`src/rtl/lbsel_pkg.sv`:
```
package lbsel_pkg;

    localparam int WW   = 14;          // width input bits
    localparam int TW   = 4;           // tap / ratio input bits
    localparam int DW   = WW + 4;      // divider operand bits
    localparam int PW   = 7;           // partition output bits
    localparam int PCAP = 64;          // partition cap

    typedef enum logic [1:0] {
        CFG_MAX = 2'd0, CFG_SMALL = 2'd1, CFG_MID = 2'd2, CFG_420 = 2'd3
    } lb_cfg_e;

    typedef enum logic [1:0] { K_Y = 2'd0, K_C = 2'd1, K_A = 2'd2 } lb_kind_e;

    typedef struct packed {
        logic [WW-1:0] wy;
        logic [WW-1:0] wc;
        logic [1:0]    bpc_code;
        logic [TW-1:0] ty;
        logic [TW-1:0] tc;
        logic [TW-1:0] ry;
        logic [TW-1:0] rc;
        logic          alpha;
        logic          f420;
        logic          fmax;
    } lb_req_t;

    function automatic logic [3:0] bpc_of(input logic [1:0] code);
        case (code)
            2'd0: return 4'd10;
            2'd1: return 4'd8;
            2'd2: return 4'd6;
            default: return 4'd12;
        endcase
    endfunction

    function automatic logic [12:0] mem_size(input lb_cfg_e c, input lb_kind_e k);
        case (c)
            CFG_SMALL: return (k == K_A) ? 13'd984  : 13'd816;
            CFG_MID:   return (k == K_A) ? 13'd1312 : 13'd1088;
            CFG_420:   return (k == K_Y) ? 13'd4448 : (k == K_C) ? 13'd1904 : 13'd2752;
            default:   return 13'd2752;
        endcase
    endfunction

    function automatic logic tap_fits(input logic [TW-1:0] taps,
                                      input logic [TW-1:0] ratio,
                                      input logic [PW-1:0] parts);
        if (ratio > 2)
            return ({4'd0, taps} + {4'd0, ratio}) <= ({1'b0, parts} + 8'd2);
        return {3'd0, taps} <= parts;
    endfunction

endpackage

```
`src/rtl/lbsel_divider.sv`:
```
module lbsel_divider
    import lbsel_pkg::*;
#(
    parameter int N = DW
) (
    input  logic         clk,
    input  logic         rst,
    input  logic         go,
    input  logic [N-1:0] num,
    input  logic [N-1:0] den,
    output logic [N-1:0] quo,
    output logic         valid
);
    localparam int CW = $clog2(N + 1);

    logic [N-1:0]  rem_q, quo_q, num_q, den_q;
    logic [CW-1:0] cnt_q;
    logic          busy_q, valid_q;
    logic [N:0]    shifted, trial;
    logic          fits;

    always_comb begin
        shifted = {rem_q, quo_q[N-1]};
        trial   = shifted - {1'b0, den_q};
        fits    = shifted >= {1'b0, den_q};
    end

    always_ff @(posedge clk) begin
        if (rst) begin
            rem_q <= '0; quo_q <= '0; num_q <= '0; den_q <= '0;
            cnt_q <= '0; busy_q <= 1'b0; valid_q <= 1'b0;
        end else begin
            valid_q <= 1'b0;
            if (go) begin
                rem_q  <= '0;
                quo_q  <= num;
                num_q  <= num;
                den_q  <= den;
                cnt_q  <= CW'(N);
                busy_q <= 1'b1;
            end else if (busy_q) begin
                rem_q <= fits ? trial[N-1:0] : shifted[N-1:0];
                quo_q <= {quo_q[N-2:0], fits};
                cnt_q <= cnt_q - 1'b1;
                if (cnt_q == CW'(1)) begin
                    busy_q  <= 1'b0;
                    valid_q <= 1'b1;
                end
            end
        end
    end

    assign quo   = quo_q;
    assign valid = valid_q;

    logic [2*N:0] prod_lo, prod_hi;
    assign prod_lo = quo_q * den_q;
    assign prod_hi = prod_lo + den_q;


    quotient_range_chk: assert property (@(posedge clk) disable iff (rst)
        valid_q |-> (prod_lo <= {{(N+1){1'b0}}, num_q}) && ({{(N+1){1'b0}}, num_q} < prod_hi));


    nonzero_den_chk: assert property (@(posedge clk) disable iff (rst)
        go |-> (den != '0));

endmodule

```
`src/rtl/lbsel_fit.sv`:
```
module lbsel_fit
    import lbsel_pkg::*;
(
    input  logic [DW-1:0] raw_y,
    input  logic [DW-1:0] raw_c,
    input  logic [DW-1:0] raw_a,
    input  logic          alpha,
    input  logic [TW-1:0] ty,
    input  logic [TW-1:0] tc,
    input  logic [TW-1:0] ry,
    input  logic [TW-1:0] rc,
    output logic [PW-1:0] part_y,
    output logic [PW-1:0] part_c,
    output logic          ok
);
    logic [DW-1:0] lim_y;

    always_comb begin
        lim_y  = (alpha && raw_a < raw_y) ? raw_a : raw_y;
        part_y = (lim_y > DW'(PCAP)) ? PW'(PCAP) : lim_y[PW-1:0];
        part_c = (raw_c > DW'(PCAP)) ? PW'(PCAP) : raw_c[PW-1:0];
        ok     = tap_fits(ty, ry, part_y) && tap_fits(tc, rc, part_c);
    end


    always_comb cap_bound_chk: assert (part_y <= PW'(PCAP) && part_c <= PW'(PCAP));

endmodule

```
`src/rtl/lbsel_top.sv`:
```
module lbsel_top
    import lbsel_pkg::*;
(
    input  logic          clk,
    input  logic          rst,
    input  logic          start,
    input  logic [WW-1:0] width_y,
    input  logic [WW-1:0] width_c,
    input  logic [1:0]    bpc_code,
    input  logic [TW-1:0] taps_y,
    input  logic [TW-1:0] taps_c,
    input  logic [TW-1:0] ratio_y,
    input  logic [TW-1:0] ratio_c,
    input  logic          alpha_en,
    input  logic          fmt420,
    input  logic          force_max,
    output logic          busy,
    output logic          done,
    output logic [1:0]    cfg,
    output logic [PW-1:0] parts_y,
    output logic [PW-1:0] parts_c,
    output logic          err
);
    typedef enum logic [1:0] { S_IDLE, S_ISSUE, S_WAIT, S_EVAL } st_e;

    st_e           st_q;
    lb_req_t       req_q;
    lb_cfg_e       cur_q;
    logic [2:0]    op_q;
    logic [DW-1:0] wd_y, wd_c, wd_a, rw_y, rw_c, rw_a;
    logic [DW-1:0] div_num, div_den, div_quo;
    logic          div_valid;
    logic [DW-1:0] ey, ec;
    logic [PW-1:0] fit_y, fit_c;
    logic          fit_ok;
    lb_cfg_e       nxt_cfg;

    always_comb begin
        ey = (req_q.wy == '0) ? DW'(1) : DW'(req_q.wy);
        ec = (req_q.wc == '0) ? DW'(1) : DW'(req_q.wc);
        case (op_q)
            3'd0:    begin div_num = ey * DW'(bpc_of(req_q.bpc_code)) + DW'(71); div_den = DW'(72); end
            3'd1:    begin div_num = ec * DW'(bpc_of(req_q.bpc_code)) + DW'(71); div_den = DW'(72); end
            3'd2:    begin div_num = ey + DW'(5); div_den = DW'(6); end
            3'd3:    begin div_num = DW'(mem_size(cur_q, K_Y)); div_den = wd_y; end
            3'd4:    begin div_num = DW'(mem_size(cur_q, K_C)); div_den = wd_c; end
            default: begin div_num = DW'(mem_size(cur_q, K_A)); div_den = wd_a; end
        endcase
        case (cur_q)
            CFG_SMALL: nxt_cfg = CFG_MID;
            CFG_MID:   nxt_cfg = req_q.f420 ? CFG_420 : CFG_MAX;
            default:   nxt_cfg = CFG_MAX;
        endcase
    end

    lbsel_divider #(.N(DW)) div_i (
        .clk(clk), .rst(rst), .go(st_q == S_ISSUE),
        .num(div_num), .den(div_den), .quo(div_quo), .valid(div_valid)
    );

    lbsel_fit fit_i (
        .raw_y(rw_y), .raw_c(rw_c), .raw_a(rw_a), .alpha(req_q.alpha),
        .ty(req_q.ty), .tc(req_q.tc), .ry(req_q.ry), .rc(req_q.rc),
        .part_y(fit_y), .part_c(fit_c), .ok(fit_ok)
    );

    always_ff @(posedge clk) begin
        if (rst) begin
            st_q <= S_IDLE; req_q <= '0; cur_q <= CFG_MAX; op_q <= '0;
            wd_y <= '0; wd_c <= '0; wd_a <= '0; rw_y <= '0; rw_c <= '0; rw_a <= '0;
            busy <= 1'b0; done <= 1'b0; cfg <= '0; parts_y <= '0; parts_c <= '0; err <= 1'b0;
        end else begin
            done <= 1'b0;
            case (st_q)
                S_IDLE: if (start) begin
                    req_q <= '{wy: width_y, wc: width_c, bpc_code: bpc_code,
                               ty: taps_y, tc: taps_c, ry: ratio_y, rc: ratio_c,
                               alpha: alpha_en, f420: fmt420, fmax: force_max};
                    cur_q <= force_max ? CFG_MAX : CFG_SMALL;
                    op_q  <= 3'd0;
                    busy  <= 1'b1;
                    st_q  <= S_ISSUE;
                end
                S_ISSUE: st_q <= S_WAIT;
                S_WAIT: if (div_valid) begin
                    case (op_q)
                        3'd0: wd_y <= div_quo;
                        3'd1: wd_c <= div_quo;
                        3'd2: wd_a <= div_quo;
                        3'd3: rw_y <= div_quo;
                        3'd4: rw_c <= div_quo;
                        default: rw_a <= div_quo;
                    endcase
                    if (op_q == 3'd5) st_q <= S_EVAL;
                    else begin op_q <= op_q + 3'd1; st_q <= S_ISSUE; end
                end
                default: begin
                    if (fit_ok || cur_q == CFG_MAX) begin
                        cfg     <= cur_q;
                        parts_y <= fit_y;
                        parts_c <= fit_c;
                        err     <= !fit_ok;
                        done    <= 1'b1;
                        busy    <= 1'b0;
                        st_q    <= S_IDLE;
                    end else begin
                        cur_q <= nxt_cfg;
                        op_q  <= 3'd3;
                        st_q  <= S_ISSUE;
                    end
                end
            endcase
        end
    end


    done_pulse_chk: assert property (@(posedge clk) disable iff (rst)
        done |=> !done);


    result_hold_chk: assert property (@(posedge clk) disable iff (rst)
        !done |-> $stable(cfg) && $stable(parts_y) && $stable(parts_c) && $stable(err));


    err_cfg_chk: assert property (@(posedge clk) disable iff (rst)
        (done && err) |-> (cfg == 2'd0));


    cfg420_fmt_chk: assert property (@(posedge clk) disable iff (rst)
        (done && cfg == 2'd3) |-> req_q.f420);


    force_cfg_chk: assert property (@(posedge clk) disable iff (rst)
        (done && req_q.fmax) |-> (cfg == 2'd0));


    pass_rule_chk: assert property (@(posedge clk) disable iff (rst)
        (done && !err) |-> (tap_fits(req_q.ty, req_q.ry, parts_y) && tap_fits(req_q.tc, req_q.rc, parts_c)));

endmodule

```
`config.mk`:
```
export PLATFORM = sky130hd
export DESIGN_NAME = lbsel_top
export DESIGN_NICKNAME = d
export VERILOG_FILES = /design/src/rtl/lbsel_pkg.sv /design/src/rtl/lbsel_divider.sv /design/src/rtl/lbsel_fit.sv /design/src/rtl/lbsel_top.sv
export SDC_FILE = /design/constraint.sdc
export NUM_CORES = 1
export LEC_CHECK = 0
export ABC_AREA = 1
export BUFFER_PORTS_ARGS = -buffer_cell sky130_fd_sc_hd__buf_2
export CORE_ASPECT_RATIO = 0.8
export CORE_MARGIN = 5
export CORE_UTILIZATION = 55
export DETAILED_ROUTE_END_ITERATION = 8
export GPL_TIMING_DRIVEN = 0
export PLACE_DENSITY = 0.74
export SLEW_MARGIN = 40
export SYNTH_ARGS = -nofsm -noshare
export SYNTH_HDL_FRONTEND = slang
export SYNTH_SLANG_ARGS = --single-unit
```
`constraint.sdc`:
```
create_clock -name clk -period 6.3 [get_ports clk]
set_input_delay 1.26 -clock clk [delete_from_list [all_inputs] [get_ports clk]]
set_output_delay 1.26 -clock clk [all_outputs]
set_load 0.01 [all_outputs]
```
==> results of run 1 <==
## critical path: cells and delay by family (launching register included)
kind,cells,cell delay (ns)
compound gates,6,1.00
fa+ha+maj,4,1.29
buf+inv,5,1.44
flops,1,0.32
simple gates,13,1.77
## area by class of cell
cell class	instances	area (µm²)	share of cell area [%]
Tap cell	364	455.4	2.648
Inverter	262	983.4	5.718
Buffer	91	360.3	2.095
Multi-Input combinational cell	1556	9258	53.83
Sequential cell	243	4865	28.28
Clock inverter	14	211.5	1.229
Timing Repair Buffer	69	345.3	2.008
Clock buffer	31	720.7	4.190
## routing by layer
metal	global-route usage [%]	vias up	wire, µm
li1	-	7384	-
met1	42.19	7072	21120
met2	42.16	684	19290
met3	5.688	101	4530
met4	7.215	0	1327
met5	0	-	0
## registers in the layout (all words and copies together), names as in the netlist, 2 cells and up
signal	flops
rw_y	18
wd_c	18
req_q	48
div_i.rem_q	18
div_i.quo	18
cur_q	2
st_q	2
wd_a	18
cfg	2
wd_y	18
op_q	3
rw_c	18
div_i.den_q	18
parts_y	7
div_i.cnt_q	5
parts_c	7
rw_a	18
## where the power goes
| part | internal [µW] | leakage, µW | switching [µW] |
|---|---|---|---|
| Combinational | 1440 | 0.00553 | 2780 |
| Sequential | 1800 | 0.00198 | 379 |
| Clock | 1020 | 0.000455 | 666 |
| Total | 4260 | 0.00796 | 3820 |
## cells in the mapped netlist, types with 3 or more instances
cell      number  area (µm²)
buf_1          4       15.01
a221oi_1      13       113.9
nor4_1        14       87.58
fa_1          31       620.6
nor2_2         7       43.79
or2_2          8       50.05
o221ai_1       5       43.79
nand2_1      319        1197
inv_2          6       22.52
dfxtp_1      243        4865
nor2_1       266       998.5
o22ai_1       18       112.6
inv_1        250       938.4
a21oi_1      238        1191
a31oi_1       21       131.4
clkbuf_1      82       307.8
nor2_4         3       33.78
nand3_1       54       270.3
nand2_4        4       45.04
nor3_1        19       95.09
o311ai_0       3       26.28
nand4_1       14       87.58
xnor2_1       12       105.1
ha_1         167        2090
o211ai_1       5       37.54
a211oi_1       4       30.03
o21ai_0      271        1356
nand2_2        7       43.79
clkinv_1       6       22.52
o21ai_1       12       60.06
o21bai_1       5       37.54
xor2_1        11       96.34
## worst max path at each step
stage / end / slack (ns) / depth (start not counted)
6_report: div_i.quo[14]$_SDFFE_PP0P_ / 0.37 / 28
5_1_grt: div_i.quo[14]$_SDFFE_PP0P_ / 0.01 / 28
4_1_cts: div_i.quo[14]$_SDFFE_PP0P_ / 0.57 / 28
3_5_place_dp: div_i.quo[14]$_SDFFE_PP0P_ / 0.57 / 28
3_3_place_gp: div_i.quo[14]$_SDFFE_PP0P_ / 0.73 / 28
2_1_floorplan: div_i.quo[14]$_SDFFE_PP0P_ / 1.98 / 28
## metrics by stage
step | power (µW) | utilization (%) | cells | hold WS, ns | area (µm²)
finish | 8078 | 62.54 | 2630 | 0.4675 | 17200
CTS | 7993 | 62.54 | 2630 | 0.4689 | 17200
global placement | 6169 | 59.15 | 2585 | 0.4508 | 16260
floorplan | 5063 | - | 2152 | 0.4344 | 15460
global route | 8694 | 62.54 | 2630 | 0.5007 | 17200
detailed placement | 6303 | 59.15 | 2585 | 0.4601 | 16270
## kinds of logic after synthesis
group	after synthesis	synth area share (%)
and+or+nand+nor	723	19.62
AOI/OAI and AO/OA	611	21.33
buffers and inverters	353	8.690
DFF	243	31.46
adders and majority gates	198	17.53
xor gates and xnor gates	23	1.303
muxes	1	0.07282
==> impl_metrics.csv, run 1 <==
group,metric,value,unit
grt,grt_pass1_vias,14150,
detailed_routing,route.antenna.remaining_nets,0,
critical_path,arrival,6.35,ns
synth,ys_warn_count,0,
synth,ys_seq_area_share,31.46,%
critical_path,r2r-end,"div_i.quo[14]$_SDFFE_PP0P_",
floorplanning,die_h,160.0,µm
grt,grt_max_degree,15,
finish,drive_gt1_share,7.193,%
synth,synth_edf_count,0,
synth,syn-num-nets,2402,
sta,timing.fmax,168.6,MHz
cts,cts_tree,"built",
cts,clk_latency,0.54,ns
critical_path,r2r_start,"req_q[20]$_SDFFE_PP0P_",
detailed_routing,firstDrtPassIters,6,
cts,postCtsHoldBufs,0,
sta,hold_viol,0,
finish,n_antenna_cell,0,
worst_hold_path,min_from,"rw_a[0]$_SDFFE_PP0P_",
synth,synth-seq-cells,243,
sta,setup_tns,0,ns
placement,place_ws,0.5736,ns
critical_path,endpoint_kind,"register",
detailed_routing,drt-initial-drc-count,1814,
synth,ys_async_sr_fraction,0,%
grt,grt_pass1_wl,74060,µm
sta,tightest_slew,0.8399,ns
cts,clock-sinks,243,
cts,cts-resized-gates,0,
placement,dp_hpwl,35350,µm
synth,yosysUniqueCellTypes,56,
worst_hold_path,holdPathStages,2,
critical_path,crit_path_max_incr_delay,0.44,ns
grt,grt_antenna_before_repair,0,
synth,synth_area,15460,µm²
critical_path,path_class,"reg2reg",
detailed_routing,post-route-drc-count,0,
cts,root_buffer,"clkbuf_16",
critical_path,critPathRequiredTime,6.72,ns
floorplanning,initial_core_util,56.23,%
sta,min_period_over_period,94.14,%
critical_path,crit_fanout,10,
placement,portBuffers,69,
finish,fin_nets,2499,
worst_hold_path,min_path_type,"reg2reg",
floorplanning,core-area,27500,µm²
cts,clock_path_buffers,3,
cts,htreeDepth,1,
floorplanning,fp.dieW,197.5,µm
floorplanning,rows,54,
cts,clk_pin_slew,0.06,ns
power_and_ir_drop,leakagePower,0.007963,µW
critical_path,crit_slowest_cell,"clkbuf_1",
detailed_routing,vias,15240,
critical_path,r2r_cells,28,
sta,finalMaxSlewViolations,0,
sta,rsz0062_at_grt,"false",
placement,routabilityCongestion,0.9282,
power_and_ir_drop,vdd_drop_max,0.5959,mV
floorplanning,die-area,31590,µm²
worst_hold_path,whs_endpoint,"rw_a[0]$_SDFFE_PP0P_",
floorplanning,pin_count,71,
sta,fin_crit,5.931,ns
finish,final_common_cell,"nand2_1",
critical_path,critPathLaunchType,"register",
detailed_routing,viasPerCell,5.795,
grt,grt_overflow,0,
critical_path,cp-startpoint,"req_q[20]$_SDFFE_PP0P_",
synth,synth-main-ff-cell,"dfxtp_1",
job,cap_violations,0,
cts,cts-buffers-inserted,26,
sta,slew_headroom,44.01,%
synth,syn_avg_cell_area,7.186,µm²
critical_path,regToRegSetupSlack,0.37,ns
synth,synthCells,2152,
sta,fin_ws,0.3692,ns
finish,mostFrequentLayoutCells,"nand2_1 (319), o21ai_0 (271), nor2_1 (265)",
sta,clock_skew,0.01736,ns
grt,track_usage,28.41,%
critical_path,critPathMostFrequentCell,"nand2_1",
cts,cts_setup_buffers,0,
detailed_routing,wire_per_inst,17.59,µm
outcome,outcome,"finished, final reports clean",
finish,num-fill-cells,2469,
finish,area_growth,11.22,%
sta,finalSetupViolCount,0,
power_and_ir_drop,powerDensity,469.7,nW/µm²
detailed_routing,drt-total-wl,46270,µm
Note: power is estimated with default switching activity, not from simulation.
==> inputs of run 2 (changes only) <==
Settings changed: CELL_PAD_IN_SITES_DETAIL_PLACEMENT set to 2, CELL_PAD_IN_SITES_GLOBAL_PLACEMENT set to 2, CORE_UTILIZATION 55 to 36, PLACE_DENSITY 0.74 to 0.81.
Clock period 6.3 ns to 6 ns, I/O delays scaled along.
==> impl_metrics.csv, run 2 (synthesized netlist as in run 1, its figures left out) <==
group,metric,value,unit
sta,fin_crit,5.584,ns
placement,routabilityCongestion,0.8486,
sta,slew_headroom,39.93,%
finish,final_common_cell,"nand2_1",
detailed_routing,vias,15600,
critical_path,cp_top_family,"simple AND/OR/NAND/NOR gates",
cts,clock-sinks,243,
critical_path,crit_buf_inv,4,
finish,n_antenna_cell,0,
cts,root_buffer,"clkbuf_16",
detailed_routing,post-route-drc-count,0,
finish,regMostFlops,"req_q",
sta,finalMaxSlewViolations,0,
floorplanning,core-area,42170,µm²
finish,drive_gt1_share,7.306,%
cts,clk_latency,0.57,ns
power_and_ir_drop,vdd_drop_max,0.6508,mV
grt,grt_overflow,0,
power_and_ir_drop,powerDensity,512.1,nW/µm²
cts,postCtsHoldBufs,0,
finish,area_growth,12.97,%
worst_hold_path,min_path_type,"reg2reg",
detailed_routing,route.antenna.remaining_nets,0,
detailed_routing,firstDrtPassIters,5,
cts,cts_tree,"built",
grt,grt_antenna_before_repair,1,
critical_path,critPathLaunchType,"register",
sta,clock_skew,0.01189,ns
detailed_routing,viasPerCell,5.523,
critical_path,arrival,6.04,ns
placement,place_area,16500,µm²
detailed_routing,drt-initial-drc-count,763,
outcome,outcome,"finished, final reports clean",
detailed_routing,drt-total-wl,61740,µm
sta,fin_ws,0.4156,ns
floorplanning,rows,67,
finish,largest_reg_flops,48,
cts,clock_path_buffers,3,
floorplanning,initial_core_util,36.67,%
critical_path,crit_slowest_cell,"dfxtp_1",
floorplanning,fp.dieW,241.7,µm
power_and_ir_drop,leakagePower,0.007981,µW
grt,grt_pass1_wl,97310,µm
critical_path,crit_fanout,10,
cts,clk_pin_slew,0.06,ns
floorplanning,pin_count,71,
critical_path,crit_path_max_incr_delay,0.61,ns
sta,hold_viol,0,
floorplanning,die_h,195.4,µm
sta,timing.fmax,179.1,MHz
finish,fin_nets,2501,
sta,min_period_over_period,93.07,%
sta,tightest_slew,0.9010,ns
critical_path,endpoint_kind,"register",
floorplanning,die-area,47230,µm²
cts,cts-buffers-inserted,29,
finish,mostFrequentLayoutCells,"nand2_1 (319), o21ai_0 (271), nor2_1 (265)",
placement,place_ws,-0.05405,ns
cts,htreeDepth,1,
critical_path,critPathMostFrequentCell,"nand2_1",
sta,finalSetupViolCount,0,
critical_path,critPathRequiredTime,6.46,ns
placement,portBuffers,69,
grt,grt_pass1_vias,17120,
detailed_routing,wire_per_inst,21.86,µm
grt,track_usage,25.37,%
grt,grt_max_degree,15,
finish,final_area,17470,µm²
placement,dp_hpwl,47640,µm
critical_path,path_class,"reg2reg",
job,cap_violations,0,
run 2: cell count changes in the layout (fill, tap and decap cells not counted), sizes merged:
cell / delta
inv: +1
clkbuf: +8
clkinv: -2
bufinv: -1
run 2: path summary, 6_finish.rpt:
| check | endpoint | startpoint | slack (ns) | cells after the start |
|---|---|---|---|---|
| max | div_i.quo[14]$_SDFFE_PP0P_ | req_q[20]$_SDFFE_PP0P_ | 0.42 | 27 |
| min | rw_a[0]$_SDFFE_PP0P_ | rw_a[0]$_SDFFE_PP0P_ | 0.48 | 2 |
| max reg2reg | div_i.quo[14]$_SDFFE_PP0P_ | req_q[20]$_SDFFE_PP0P_ | 0.42 | 27 |
| min reg2reg | rw_a[0]$_SDFFE_PP0P_ | rw_a[0]$_SDFFE_PP0P_ | 0.48 | 2 |
run 2: tightest hold or removal path: stages, from the launching register on:
cell     delay, ns
dfxtp_1       0.31
inv_2         0.06
a21oi_1       0.06
run 2: layout make-up:
class,count,area [µm²]
timing repair buffer,69,345.3
sequential,243,4865
clock buffer,40,797.0
buffer,90,357.8
tap,552,690.7
fill,4975,24700
inverter,262,983.4
clock inverter,12,168.9
multi-input combinational,1556,9261
run 2: layer usage:
| layer | vias up | global-route usage, % | part of all wire [%] |
|---|---|---|---|
| met5 | - | 0 | 0.024 |
| met4 | 4 | 5.620 | 2.4 |
| met3 | 81 | 3.280 | 3.9 |
| met2 | 273 | 42.25 | 45 |
| met1 | 7857 | 35.44 | 49 |
| li1 | 7381 | - | - |
run 2: timing repair:
| action | in CTS | in global routing |
|---|---|---|
| setup endpoints to repair | 2 | 3 |
| resized for setup | 0 | 2 |
| buffers inserted | 0 | 0 |
run 2: stage by stage:
stage / utilization (%) / instances / setup TNS (ns) / total power, µW / hold slack (ns)
6_report: 41.43 / 2824 / 0 / 8946 / 0.4816
5_1_grt: 41.43 / 2824 / -0.003682 / 9589 / 0.5079
4_1_cts: 41.42 / 2824 / 0 / 8953 / 0.4789
3_5_place_dp: 39.14 / 2773 / -0.05405 / 7015 / 0.4705
3_3_place_gp: 39.13 / 2773 / 0 / 6746 / 0.4531
2_1_floorplan: - / 2152 / 0 / 5316 / 0.4344
run 2: power breakdown:
group	switching [µW]	internal, µW	total (µW)	leakage, µW
sequential	449	1890	2330	0.00198
combinational	3220	1540	4760	0.00554
clock	758	1100	1850	0.000469
==> inputs of run 3 (changes only) <==
Settings changed: CORE_MARGIN 5 to 1.5, RECOVER_POWER set to 100.
==> impl_metrics.csv, run 3 (synthesized netlist as in run 1, its figures left out) <==
group,metric,value,unit
finish,n_antenna_cell,0,
placement,routabilityCongestion,0.8362,
critical_path,crit_slowest_cell,"nor4_1",
cts,root_buffer,"clkbuf_16",
detailed_routing,drt-initial-drc-count,767,
power_and_ir_drop,leakagePower,0.007841,µW
cts,clk_pin_slew,0.06,ns
sta,min_period_over_period,91.69,%
critical_path,path_class,"reg2reg",
detailed_routing,firstDrtPassIters,5,
finish,final_area,17330,µm²
power_and_ir_drop,powerDensity,505.4,nW/µm²
sta,finalSetupViolCount,0,
grt,grt_antenna_before_repair,0,
floorplanning,core-area,42080,µm²
sta,fin_crit,5.501,ns
placement,place_area,16500,µm²
finish,num-fill-cells,4958,
job,cap_violations,0,
critical_path,critPathRequiredTime,6.49,ns
outcome,outcome,"finished, final reports clean",
detailed_routing,vias,15530,
finish,drive_gt1_share,5.989,%
floorplanning,die-area,44210,µm²
cts,clock_path_buffers,3,
finish,regMostFlops,"req_q",
cts,cts_tree,"built",
finish,fin_nets,2500,
detailed_routing,viasPerCell,5.501,
power_and_ir_drop,vdd_drop_max,0.3455,mV
sta,timing.fmax,181.8,MHz
finish,area_growth,12.09,%
grt,track_usage,27.25,%
critical_path,crit_buf_inv,3,
finish,mostFrequentLayoutCells,"nand2_1 (324), o21ai_0 (274), nor2_1 (268)",
sta,setup_tns,0,ns
sta,rsz0062_at_grt,"false",
detailed_routing,drt-total-wl,60360,µm
critical_path,critPathLaunchType,"register",
worst_hold_path,min_path_type,"reg2reg",
floorplanning,pin_count,71,
finish,final_common_cell,"nand2_1",
detailed_routing,post-route-drc-count,0,
critical_path,arrival,5.99,ns
placement,dp_hpwl,46950,µm
grt,grt_overflow,0,
cts,clock-sinks,243,
grt,grt_pass1_vias,16710,
floorplanning,initial_core_util,36.75,%
critical_path,crit_path_max_incr_delay,0.65,ns
sta,slew_headroom,17.32,%
sta,clock_skew,0.009534,ns
floorplanning,die_h,188.4,µm
sta,finalMaxSlewViolations,0,
placement,portBuffers,69,
finish,largest_reg_flops,48,
critical_path,crit_fanout,5,
critical_path,cp_top_family,"compound AO/OA/AOI/OAI gates",
cts,clk_latency,0.57,ns
detailed_routing,route.antenna.remaining_nets,0,
grt,grt_max_degree,14,
critical_path,critPathMostFrequentCell,"nand2_1",
cts,htreeDepth,1,
critical_path,endpoint_kind,"register",
sta,hold_viol,0,
detailed_routing,wire_per_inst,21.38,µm
floorplanning,fp.dieW,234.7,µm
cts,cts-buffers-inserted,28,
sta,tightest_slew,1.236,ns
cts,cts_setup_buffers,0,
grt,grt_pass1_wl,95740,µm
floorplanning,rows,67,
run 3: cell types whose count changed in the layout (fill, tap and decap cells not counted), moves of 2 or more:
cell / before / now
nand2_2: 7 / 5
inv_2: 7 / 5
o21ai_0: 271 / 274
clkinv_2: 5 / 8
clkbuf_1: 88 / 105
nor2_2: 8 / 5
nand2_1: 319 / 324
bufinv_16: 4 / 2
buf_2: 71 / 51
clkinv_4: 0 / 2
buf_6: 2 / 0
nor2_1: 265 / 268
nand2_4: 4 / 1
o21ai_1: 12 / 9
run 3: worst register-to-register path, stage by stage (launching register included):
cell and delay (ns):
dfxtp_1 0.35, nor4_1 0.65, a41o_1 0.36, nand2_1 0.10, fa_1 0.55, inv_1 0.05, ha_1 0.29, ha_1 0.30
ha_1 0.23, inv_1 0.07, fa_1 0.16, inv_1 0.06, nand3_1 0.06, nand2_1 0.07, nand2_1 0.11, nand2_1 0.11
a21oi_1 0.23, nor2_1 0.09, o21ai_0 0.17, nand2_1 0.11, nand2_1 0.07, nand2_1 0.05, a21oi_1 0.21, o21ai_0 0.13
xnor2_1 0.15, o21ai_0 0.39, nand2_1 0.15, a21oi_1 0.16
run 3: area by class of cell:
class,count,area [µm²],area share (%)
multi-input combinational,1556,9206,53.11
inverter,262,983.4,5.674
clock inverter,15,140.1,0.8085
sequential,243,4866,28.07
clock buffer,36,782.0,4.512
tap,552,690.7,3.985
timing repair buffer,69,321.6,1.855
buffer,90,342.8,1.978
run 3: per-layer routing:
| metal | wire (µm) | global-route usage, % | vias to the layer above | share of wire, % |
|---|---|---|---|---|
| met1 | 29780 | 38.68 | 7818 | 49 |
| met4 | 1435 | 6.768 | 0 | 2.4 |
| met3 | 2143 | 2.842 | 75 | 3.6 |
| met2 | 27000 | 44.24 | 242 | 45 |
| li1 | - | - | 7394 | - |
| met5 | 0 | 0 | - | 0 |
run 3: power by group:
part           switching [µW]  internal (µW)
Sequential                430           1890
Combinational            3190           1490
Clock                     760           1010
run 3: per-stage QoR:
stage                     total power [µW]  hold WS, ns  util, %  cells  setup slack (ns)
after global placement                6734       0.4532    39.21   2773            0.2120
after global routing                  9425       0.5033    41.19   2823           0.06523
final                                 8760       0.4757    41.19   2823            0.4987
after floorplan                       5316       0.4344        -   2152             1.684
after detailed placement              7009       0.4729    39.22   2773           0.05787
after CTS                             8844       0.4758    41.41   2824           0.03691
run 3: final timing paths:
| path | cells after the start | slack (ns) | end | start |
|---|---|---|---|---|
| setup reg to reg | 27 | 0.50 | div_i.quo[15]$_SDFFE_PP0P_ | req_q[29]$_SDFFE_PP0P_ |
| hold reg to reg | 2 | 0.48 | div_i.den_q[0]$_SDFFE_PP0P_ | div_i.den_q[0]$_SDFFE_PP0P_ |
| hold / removal | 2 | 0.48 | div_i.den_q[0]$_SDFFE_PP0P_ | div_i.den_q[0]$_SDFFE_PP0P_ |
| setup / recovery | 27 | 0.50 | div_i.quo[15]$_SDFFE_PP0P_ | req_q[29]$_SDFFE_PP0P_ |
run 3: timing repair:
action                     in CTS  in global routing
hold buffers                    0                  0
resized for setup               0                  4
setup endpoints to repair       0                  5
